--- config.mk ---
export PLATFORM = sky130hd
export DESIGN_NAME = hsb_bridge
export DESIGN_NICKNAME = d
export VERILOG_FILES = /design/src/rtl/hsb_pkg.sv /design/src/rtl/hsb_sync.sv /design/src/rtl/hsb_host_if.sv /design/src/rtl/hsb_rst_sync.sv /design/src/rtl/hsb_regs.sv /design/src/rtl/hsb_bridge.sv
export SDC_FILE = /design/constraint.sdc
export NUM_CORES = 1
export LEC_CHECK = 0
export BUFFER_PORTS_ARGS = -buffer_cell sky130_fd_sc_hd__buf_4
export CORE_MARGIN = 2
export CORE_UTILIZATION = 34
export DETAILED_ROUTE_END_ITERATION = 10
export PLACE_DENSITY = 0.54
export SLEW_MARGIN = 0
export SYNTH_ARGS = -nofsm -noshare
export SYNTH_HDL_FRONTEND = slang
export SYNTH_SLANG_ARGS = --single-unit
--- constraint.sdc ---
create_clock -name clk -period 3.1 [get_ports clk]
set_clock_uncertainty 0.05 [all_clocks]
set_input_delay 0.62 -clock clk [delete_from_list [all_inputs] [get_ports clk]]
set_output_delay 0.62 -clock clk [all_outputs]
set_load 0.05 [all_outputs]
--- src/rtl/hsb_pkg.sv ---
package hsb_pkg;
  localparam int DW = 8;
  localparam int NIB = DW / 2;

  typedef struct packed {
    logic [NIB-1:0] user;
    logic           f1;
    logic           f0;
    logic           ibf;
    logic           obf;
  } hsb_status_t;
endpackage

--- src/rtl/hsb_sync.sv ---
module hsb_sync #(
  parameter int W = 1,
  parameter int STAGES = 2
) (
  input  logic         clk,
  input  logic [W-1:0] d,
  output logic [W-1:0] q
);
  logic [W-1:0] chain [STAGES];

  always_ff @(posedge clk) chain[0] <= d;

  for (genvar s = 1; s < STAGES; s++) begin : g_stage
    always_ff @(posedge clk) chain[s] <= chain[s-1];
  end

  assign q = chain[STAGES-1];
endmodule

--- src/rtl/hsb_host_if.sv ---
module hsb_host_if
  import hsb_pkg::*;
(
  input  logic          clk,
  input  logic          rst,
  input  logic          host_cs_n,
  input  logic          host_rd_n,
  input  logic          host_wr_n,
  input  logic          host_a0,
  input  logic [DW-1:0] host_wdata,
  output logic          rd_fall,
  output logic          wr_fall,
  output logic          cap_a0,
  output logic [DW-1:0] cap_data,
  output logic          lock
);
  localparam int SW = DW + 3;

  logic [SW-1:0] raw, synced;
  logic          rd_s, wr_s, a0_s, rd_q, wr_q;
  logic [DW-1:0] data_s;

  // Data and address travel with the strobes so they stay aligned.
  assign raw = {~host_cs_n & ~host_rd_n, ~host_cs_n & ~host_wr_n, host_a0, host_wdata};

  hsb_sync #(.W(SW), .STAGES(2)) u_sync (.clk(clk), .d(raw), .q(synced));

  assign {rd_s, wr_s, a0_s, data_s} = synced;

  always_ff @(posedge clk) begin
    if (rst) begin
      rd_q     <= 1'b0;
      wr_q     <= 1'b0;
      cap_a0   <= 1'b0;
      cap_data <= '0;
    end else begin
      rd_q <= rd_s;
      wr_q <= wr_s;
      if (rd_s | wr_s) cap_a0 <= a0_s;
      if (wr_s) cap_data <= data_s;
    end
  end

  assign rd_fall = rd_q & ~rd_s;
  assign wr_fall = wr_q & ~wr_s;
  assign lock    = rd_s & a0_s;

  p_fall_once_r3: assert property (@(posedge clk) disable iff (rst)
    wr_fall |=> !wr_fall);
endmodule

--- src/rtl/hsb_rst_sync.sv ---
module hsb_rst_sync #(
  parameter int STAGES = 2
) (
  input  logic clk,
  input  logic rst_in,
  output logic rst_out
);
  logic [STAGES-1:0] sr;

  always_ff @(posedge clk) sr <= {sr[STAGES-2:0], rst_in};

  assign rst_out = sr[STAGES-1];
endmodule

--- src/rtl/hsb_regs.sv ---
module hsb_regs
  import hsb_pkg::*;
(
  input  logic          clk,
  input  logic          rst,
  input  logic          rd_fall,
  input  logic          wr_fall,
  input  logic          cap_a0,
  input  logic [DW-1:0] cap_data,
  input  logic          lock,
  output logic          in_valid,
  input  logic          in_ready,
  output logic [DW-1:0] in_data,
  input  logic          out_valid,
  output logic          out_ready,
  input  logic [DW-1:0] out_data,
  input  logic          sts_we,
  input  logic [DW-1:0] sts_data,
  input  logic          f0_set,
  input  logic          f0_clr,
  output hsb_status_t   status,
  output logic [DW-1:0] obuf
);
  logic [DW-1:0]  ibuf;
  logic           pend_u_v, pend_f0_v, pend_f0;
  logic [NIB-1:0] pend_u;
  logic           in_fire, out_fire;

  assign in_valid  = status.ibf & ~lock;
  assign out_ready = ~status.obf & ~lock;
  assign in_fire   = in_valid & in_ready;
  assign out_fire  = out_valid & out_ready;
  assign in_data   = ibuf;

  always_ff @(posedge clk) begin
    if (rst) begin
      status    <= '0;
      ibuf      <= '0;
      obuf      <= '0;
      pend_u_v  <= 1'b0;
      pend_u    <= '0;
      pend_f0_v <= 1'b0;
      pend_f0   <= 1'b0;
    end else begin
      // Input path: a fresh master byte wins over a concurrent pop.
      if (wr_fall) begin
        ibuf       <= cap_data;
        status.ibf <= 1'b1;
        status.f1  <= cap_a0;
      end else if (in_fire) begin
        status.ibf <= 1'b0;
      end

      // Output path.
      if (out_fire) begin
        obuf       <= out_data;
        status.obf <= 1'b1;
      end else if (rd_fall && !cap_a0) begin
        status.obf <= 1'b0;
      end

      // User bits and F0: deferred while the master reads status.
      if (lock) begin
        if (sts_we) begin
          pend_u_v <= 1'b1;
          pend_u   <= sts_data[DW-1:NIB];
        end
        if (f0_set | f0_clr) begin
          pend_f0_v <= 1'b1;
          pend_f0   <= f0_set;
        end
      end else begin
        pend_u_v  <= 1'b0;
        pend_f0_v <= 1'b0;
        if (sts_we) status.user <= sts_data[DW-1:NIB];
        else if (pend_u_v) status.user <= pend_u;
        if (f0_set | f0_clr) status.f0 <= f0_set;
        else if (pend_f0_v) status.f0 <= pend_f0;
      end
    end
  end

  p_lock_user_r10: assert property (@(posedge clk) disable iff (rst)
    lock |=> $stable(status.user) && $stable(status.f0));
  p_ibf_set_r3: assert property (@(posedge clk) disable iff (rst)
    wr_fall |=> status.ibf);
  p_f1_trailing_r3: assert property (@(posedge clk) disable iff (rst)
    !wr_fall |=> $stable(status.f1));
  p_ibf_rise_r3: assert property (@(posedge clk) disable iff (rst)
    $rose(status.ibf) |-> $past(wr_fall));
  p_obf_clear_r6: assert property (@(posedge clk) disable iff (rst)
    (rd_fall && !cap_a0 && !out_fire) |=> !status.obf);
  p_no_overflow_r5: assert property (@(posedge clk) disable iff (rst)
    out_fire |-> !status.obf);
  p_pop_full_r4: assert property (@(posedge clk) disable iff (rst)
    in_fire |-> status.ibf);
  p_reset_zero_r1: assert property (@(posedge clk)
    rst |=> (status == '0) && (ibuf == '0) && (obuf == '0));
endmodule

--- src/rtl/hsb_bridge.sv ---
module hsb_bridge
  import hsb_pkg::*;
(
  input  logic          clk,
  input  logic          rst_in,
  output logic          sync_rst,
  input  logic          host_cs_n,
  input  logic          host_rd_n,
  input  logic          host_wr_n,
  input  logic          host_a0,
  input  logic [DW-1:0] host_wdata,
  output logic [DW-1:0] host_rdata,
  output logic          in_valid,
  input  logic          in_ready,
  output logic [DW-1:0] in_data,
  input  logic          out_valid,
  output logic          out_ready,
  input  logic [DW-1:0] out_data,
  input  logic          sts_we,
  input  logic [DW-1:0] sts_data,
  input  logic          f0_set,
  input  logic          f0_clr
);
  logic          rd_fall, wr_fall, cap_a0, lock;
  logic [DW-1:0] cap_data, obuf;
  hsb_status_t   status;

  hsb_rst_sync #(.STAGES(2)) u_rst (.clk(clk), .rst_in(rst_in), .rst_out(sync_rst));

  hsb_host_if u_host (
    .clk(clk), .rst(sync_rst),
    .host_cs_n(host_cs_n), .host_rd_n(host_rd_n), .host_wr_n(host_wr_n),
    .host_a0(host_a0), .host_wdata(host_wdata),
    .rd_fall(rd_fall), .wr_fall(wr_fall), .cap_a0(cap_a0),
    .cap_data(cap_data), .lock(lock)
  );

  hsb_regs u_regs (
    .clk(clk), .rst(sync_rst),
    .rd_fall(rd_fall), .wr_fall(wr_fall), .cap_a0(cap_a0),
    .cap_data(cap_data), .lock(lock),
    .in_valid(in_valid), .in_ready(in_ready), .in_data(in_data),
    .out_valid(out_valid), .out_ready(out_ready), .out_data(out_data),
    .sts_we(sts_we), .sts_data(sts_data), .f0_set(f0_set), .f0_clr(f0_clr),
    .status(status), .obuf(obuf)
  );

  always_comb begin
    host_rdata = '0;
    if (!host_cs_n && !host_rd_n) host_rdata = host_a0 ? status : obuf;
  end
endmodule

* Word level (Yosys, flattened, before mapping)
Memory sizes are Yosys's and may differ from the RTL's.
Index checks and enable logic that the tools add are counted.
Widths: inputs -> output; s select.
** Word-level totals
- Register bits :: 44
- Input port bits :: 35
- Output and inout port bits :: 19
- Memory bits (writable) :: 22
- Memories kept :: 1
- Word-level logic and storage cells :: 59
** Memory list
- u_host.u_sync.chain :: depth 2, width 11, rd ports 2, clocked after memory_dff 0, wr ports 2, RTL line hsb_sync.sv:9 : logic [W-1:0] chain [STAGES];
** Cells by class
- Reductions and logical operators :: 14
- Bitwise operators :: 18
- Mux-type cells :: 10
** Operators with widths (count)
- $mux 8 :: 2
- $and 1x1->1 :: 9
- $mux 4 :: 2
- $reduce_and 2->1 :: 4
- $reduce_bool 2->1 :: 4
- $not 1->1 :: 7
- $mux 1 :: 6
- $logic_not 1->1 :: 3
- $logic_and 1x1->1 :: 2
- $or 1x1->1 :: 2
- $reduce_or 2->1 :: 1

* Depth between registers and ports, before layout
- Depth in word-level cells :: 6
- Mapped depth :: 5
- Gate-level depth less buffers :: 3

* Hierarchy
A second synthesis with hierarchy kept.
** Unflattened totals
- Cell total of the unflattened synthesis :: 214
- Area total of the unflattened synthesis :: 2313.5 um2
** By module, submodules not included
- hsb_regs :: times used 1, cells each 121, area an instance 1216.2 um2, seq. area each 620.6 um2
- hsb_sync :: times used 1, cells each 33, area an instance 523.0 um2, seq. area each 440.4 um2
- hsb_host_if :: times used 1, cells each 39, area an instance 399.1 um2, seq. area each 220.2 um2
- hsb_bridge :: times used 1, cells each 19, area an instance 135.1 um2, seq. area each 0.0 um2
- hsb_rst_sync :: times used 1, cells each 2, area an instance 40.0 um2, seq. area each 40.0 um2

* Worst setup path before layout
No wires, ideal clock.
- Path type :: input to output
- Start point :: input host_cs_n
- End point :: output host_rdata[0]
- Buffers on the path :: 1
- Required time :: 2.430 ns
- Arrival :: 1.753 ns
- Stages :: 3
- Slack :: 0.677 ns
- Path through :: or2_2 > clkbuf_1 > nor2_1
** Between the ends
- Cells in the longest elaborated chain, start to end :: 3
** RTL lines
- start: declaration :: RTL line hsb_bridge.sv:7 : input logic host_cs_n,
- $logic_not 1->1 :: RTL line hsb_bridge.sv:50 : if (!host_cs_n && !host_rd_n) host_rdata = host_a0 ? status : obuf;
- $logic_and 1x1->1 :: RTL line hsb_bridge.sv:50
- $mux 8 :: RTL line hsb_bridge.sv:50
- end: declaration :: RTL line hsb_bridge.sv:12 : output logic [DW-1:0] host_rdata,
Every way passes these cells.

==> flow_summary.yaml <==
floorplanning:
  die_w_microns: 85.75
  rows: 29
  die_h_microns: 85.75
  die_area_sq_mm: 0.007353
  core-area_sq_mm: 0.006422
  io_pins: 54
  start_util_pct: 35.38
routing:
  vias: 1629
  firstDrtPassIters: 7
  wl_per_cell_microns: 12.21
  viasPerCell: 4.695
  drt_iter0_drc: 109
  drt-total-wl_microns: 4238
  drtAntennaViolNets: 0
  drc: 2
global_route:
  grt_pass1_wl_microns: 6858
  overflow: 0
  grt_max_degree: 51
  grt_pass1_vias: 1521
  antenna_found_initial: 0
  grt_usage_pct: 12.45
yosys:
  syn-cell-area_sq_mm: 0.002272
  syn-num-nets: 255
  syn-instance-count: 220
  yosysWarnings: 0
  yosysSeqAreaShare_pct: 58.15
  syn-mean-instance-area_sq_um: 10.33
  synthDistinctLibCells: 30
  ys_ff_latch: 66
min_path:
  hold_class: "register to register"
  hold_end: "u_host.u_sync.chain[0][19]$_DFF_P_"
  worstHoldPathCells: 0
  min-delay-start: "u_host.u_sync.chain[0][8]$_DFF_P_"
critical_path:
  reg2reg_depth: 3
  r2r_start: "u_host.u_sync.chain[0][21]$_DFF_P_"
  slowest_delay_ns: 0.49
  crit_slowest_cell: "a21oi_2"
  crit_type: "register to primary output"
  cp_max_fo: 11
  worst_r2r_endpoint: "u_regs.obuf[3]$_SDFFE_PP0P_"
  crit_required_ns: 2.43
  critical_path.startpoint_type: "register"
  cp-end-kind: "primary output"
  rrSetupSlack_ns: 1.51
  crit_chain: "a21oi_2, buf_4"
  arrival_ns: 1.57
pwr:
  power.share.switching_pct: 23.10
  seqPwrFrac_pct: 49.7
  combPwrFrac_pct: 8.0
  p_per_area_mw_per_mm2: 640.5
  p_leak_nw: 1.209
  max-vdd-ir-drop_mv: 0.3546
  p_int_w: 0.001412
  clkPwrFrac_pct: 42.3
  power.switching_w: 0.0004244
finish:
  final_util_pct: 44.65
  area_delta_synth_final_pct: 26.21
  drive_gt1_share_pct: 26.30
  nNetsFinal: 300
  num_antenna_cells: 0
  fin_cells: 347
clock_tree:
  max-clock-path-buffers: 2
  path_clk_slew_ns: 0.07
  clk_latency_ns: 0.34
  clock-sinks: 66
  clockRootBuffer: "clkbuf_8"
  tritoncts: "done"
  postCtsSetupBuffers: 0
  cts_made_buffers: 9
  cts_resized: 0
  cts_max_level: 3
  postCtsHoldBufs: 0
timing:
  finalSetupViolCount: 0
  fmax_mhz: 446.2
  rsz0062_at_grt: "false"
  hold_violations: 0
  tns_ns: 0
  drv_slew: 0
  tightest_slew_ns: 0.6682
  min_period_over_period_pct: 72.29
  fin_crit_ns: 2.241
  relSlewSlack_pct: 55.36
placement:
  dp.cells: 331
  place.gp.congestion: 0.6820
  port-buffer-count: 49
  dp_hpwl_microns: 2805
job:
  cap_violations: 0
status:
  violations: "DRC"
  run_status: "finished, violations left"
flip-flops by register name, indices dropped and copies added (netlist names):
| signal | cells |
|---|---|
| u_host.u_sync.chain | 22 |
| u_host.cap_data | 8 |
| u_regs.in_data | 8 |
| u_regs.obuf | 8 |
| u_regs.status | 8 |
| u_regs.pend_u | 4 |
| u_rst.sr | 2 |
| u_host.cap_a0 | 1 |
| u_host.rd_q | 1 |
| u_host.wr_q | 1 |
| u_regs.pend_f0 | 1 |
| u_regs.pend_f0_v | 1 |
| u_regs.pend_u_v | 1 |
cell usage in the layout, fill, tap and decap left out, types with 2 or more instances in the layout:
cell type  netlist  final
nand2_1         20     20
nor2b_1          3      3
nor2_1          28     28
nand2b_1         9      9
a21oi_1         14     14
mux2i_1         24     24
and2_1           2      2
a211oi_1         5      5
dfxtp_1         66     66
bufinv_16        0      2
nand4b_1         8      8
o21ai_1          8      8
clkbuf_8         0      9
buf_4            2     50
inv_1            3      3
per-stage QoR:
stage / power [W] / hold WS (ns) / cell area [sq um] / setup WS, ns
floorplan: 0.001030 / 0.2596 / 2272 / 0.6774
global placement: 0.001080 / 0.2610 / 2650 / 0.9609
finish: 0.001837 / 0.2721 / 2868 / 0.8590
detailed placement: 0.001082 / 0.2621 / 2650 / 0.9448
CTS: 0.001872 / 0.2701 / 2868 / 0.8514
global route: 0.001923 / 0.2827 / 2868 / 0.7749
worst max-delay path, delay by kind of cell (launching register included):
| family | cells | cell delay [ns] |
|---|---|---|
| DFF | 1 | 0.46 |
| buffers and inverters | 1 | 0.29 |
| AOI/OAI and AO/OA | 1 | 0.49 |
cell type report:
| type | count | area [sq um] |
|---|---|---|
| well taps | 77 | 96.34 |
| multi-input cells | 135 | 845.8 |
| fillers | 654 | 3555 |
| repair buffers | 50 | 375.4 |
| clock inverters | 6 | 90.09 |
| clock buffers | 10 | 127.6 |
| inverters | 3 | 11.26 |
| flip-flops and latches | 66 | 1321 |
synth_stat cells:
cell	number	area (sq um)
inv_1	3	11.26
nand2b_1	9	56.30
mux2i_1	24	240.2
nor2_1	28	105.1
dfxtp_1	66	1321
a21oi_2	1	8.760
buf_6	2	22.52
a32oi_1	1	8.760
nor3b_1	1	7.510
and2_1	2	12.51
buf_2	9	45.04
o21ai_0	1	5.000
clkbuf_1	3	11.26
a211oi_1	5	37.54
nand2_1	20	75.07
or3_1	1	6.260
nand3_1	1	5.000
a21oi_1	14	70.07
a21o_1	1	7.510
or2_2	1	6.260
o31ai_1	1	7.510
nor3_1	1	5.000
nor2b_1	3	18.77
nand4b_1	8	70.07
nand2_2	1	6.260
a21bo_2	1	10.01
o21ai_1	8	40.04
buf_4	2	15.01
a2bb2oi_4	1	26.28
nand3_2	1	10.01
per-layer routing:
layer	part of all wire, %	GRT usage, %	routed length [microns]	vias to the layer above
met5	0	0	0	-
met4	1.4	4.762	61	0
met3	5.4	6.641	229	7
met2	48	19.67	2037	37
met1	45	14.23	1909	755
li1	-	-	-	830
power groups by stage:
stage / logic [W] / registers [W] / clock network [W]
final: 0.000147 / 0.000913 / 0.000777
after global routing: 0.000162 / 0.000918 / 0.000843
after CTS: 0.000150 / 0.000913 / 0.000809
after detailed placement: 0.000149 / 0.000933 / 0
after global placement: 0.000148 / 0.000932 / 0
after floorplan: 0.000103 / 0.000927 / 0
worst max path at each step:
stage / slack (ns) / end / cells past startpoint / start
finish: 0.86 / out_ready / 2 / u_host.u_sync.chain[0][21]$_DFF_P_
global route: 0.77 / out_ready / 2 / u_host.u_sync.chain[0][21]$_DFF_P_
CTS: 0.85 / out_ready / 2 / u_host.u_sync.chain[0][21]$_DFF_P_
detailed placement: 0.94 / host_rdata[0] / 4 / host_cs_n
global placement: 0.96 / host_rdata[4] / 4 / host_cs_n
floorplan: 0.68 / host_rdata[0] / 3 / host_cs_n
kinds of logic (layout without fill, tap and decap cells):
family	Yosys count	after routing	share of synthesized area [%]
AOI/OAI and AO/OA	34	34	9.747
buffers and inverters	19	69	4.625
DFF	66	66	58.15
muxes	24	24	10.57
and+or+nand+nor	77	77	16.91
(Power assumes the default switching activity.)
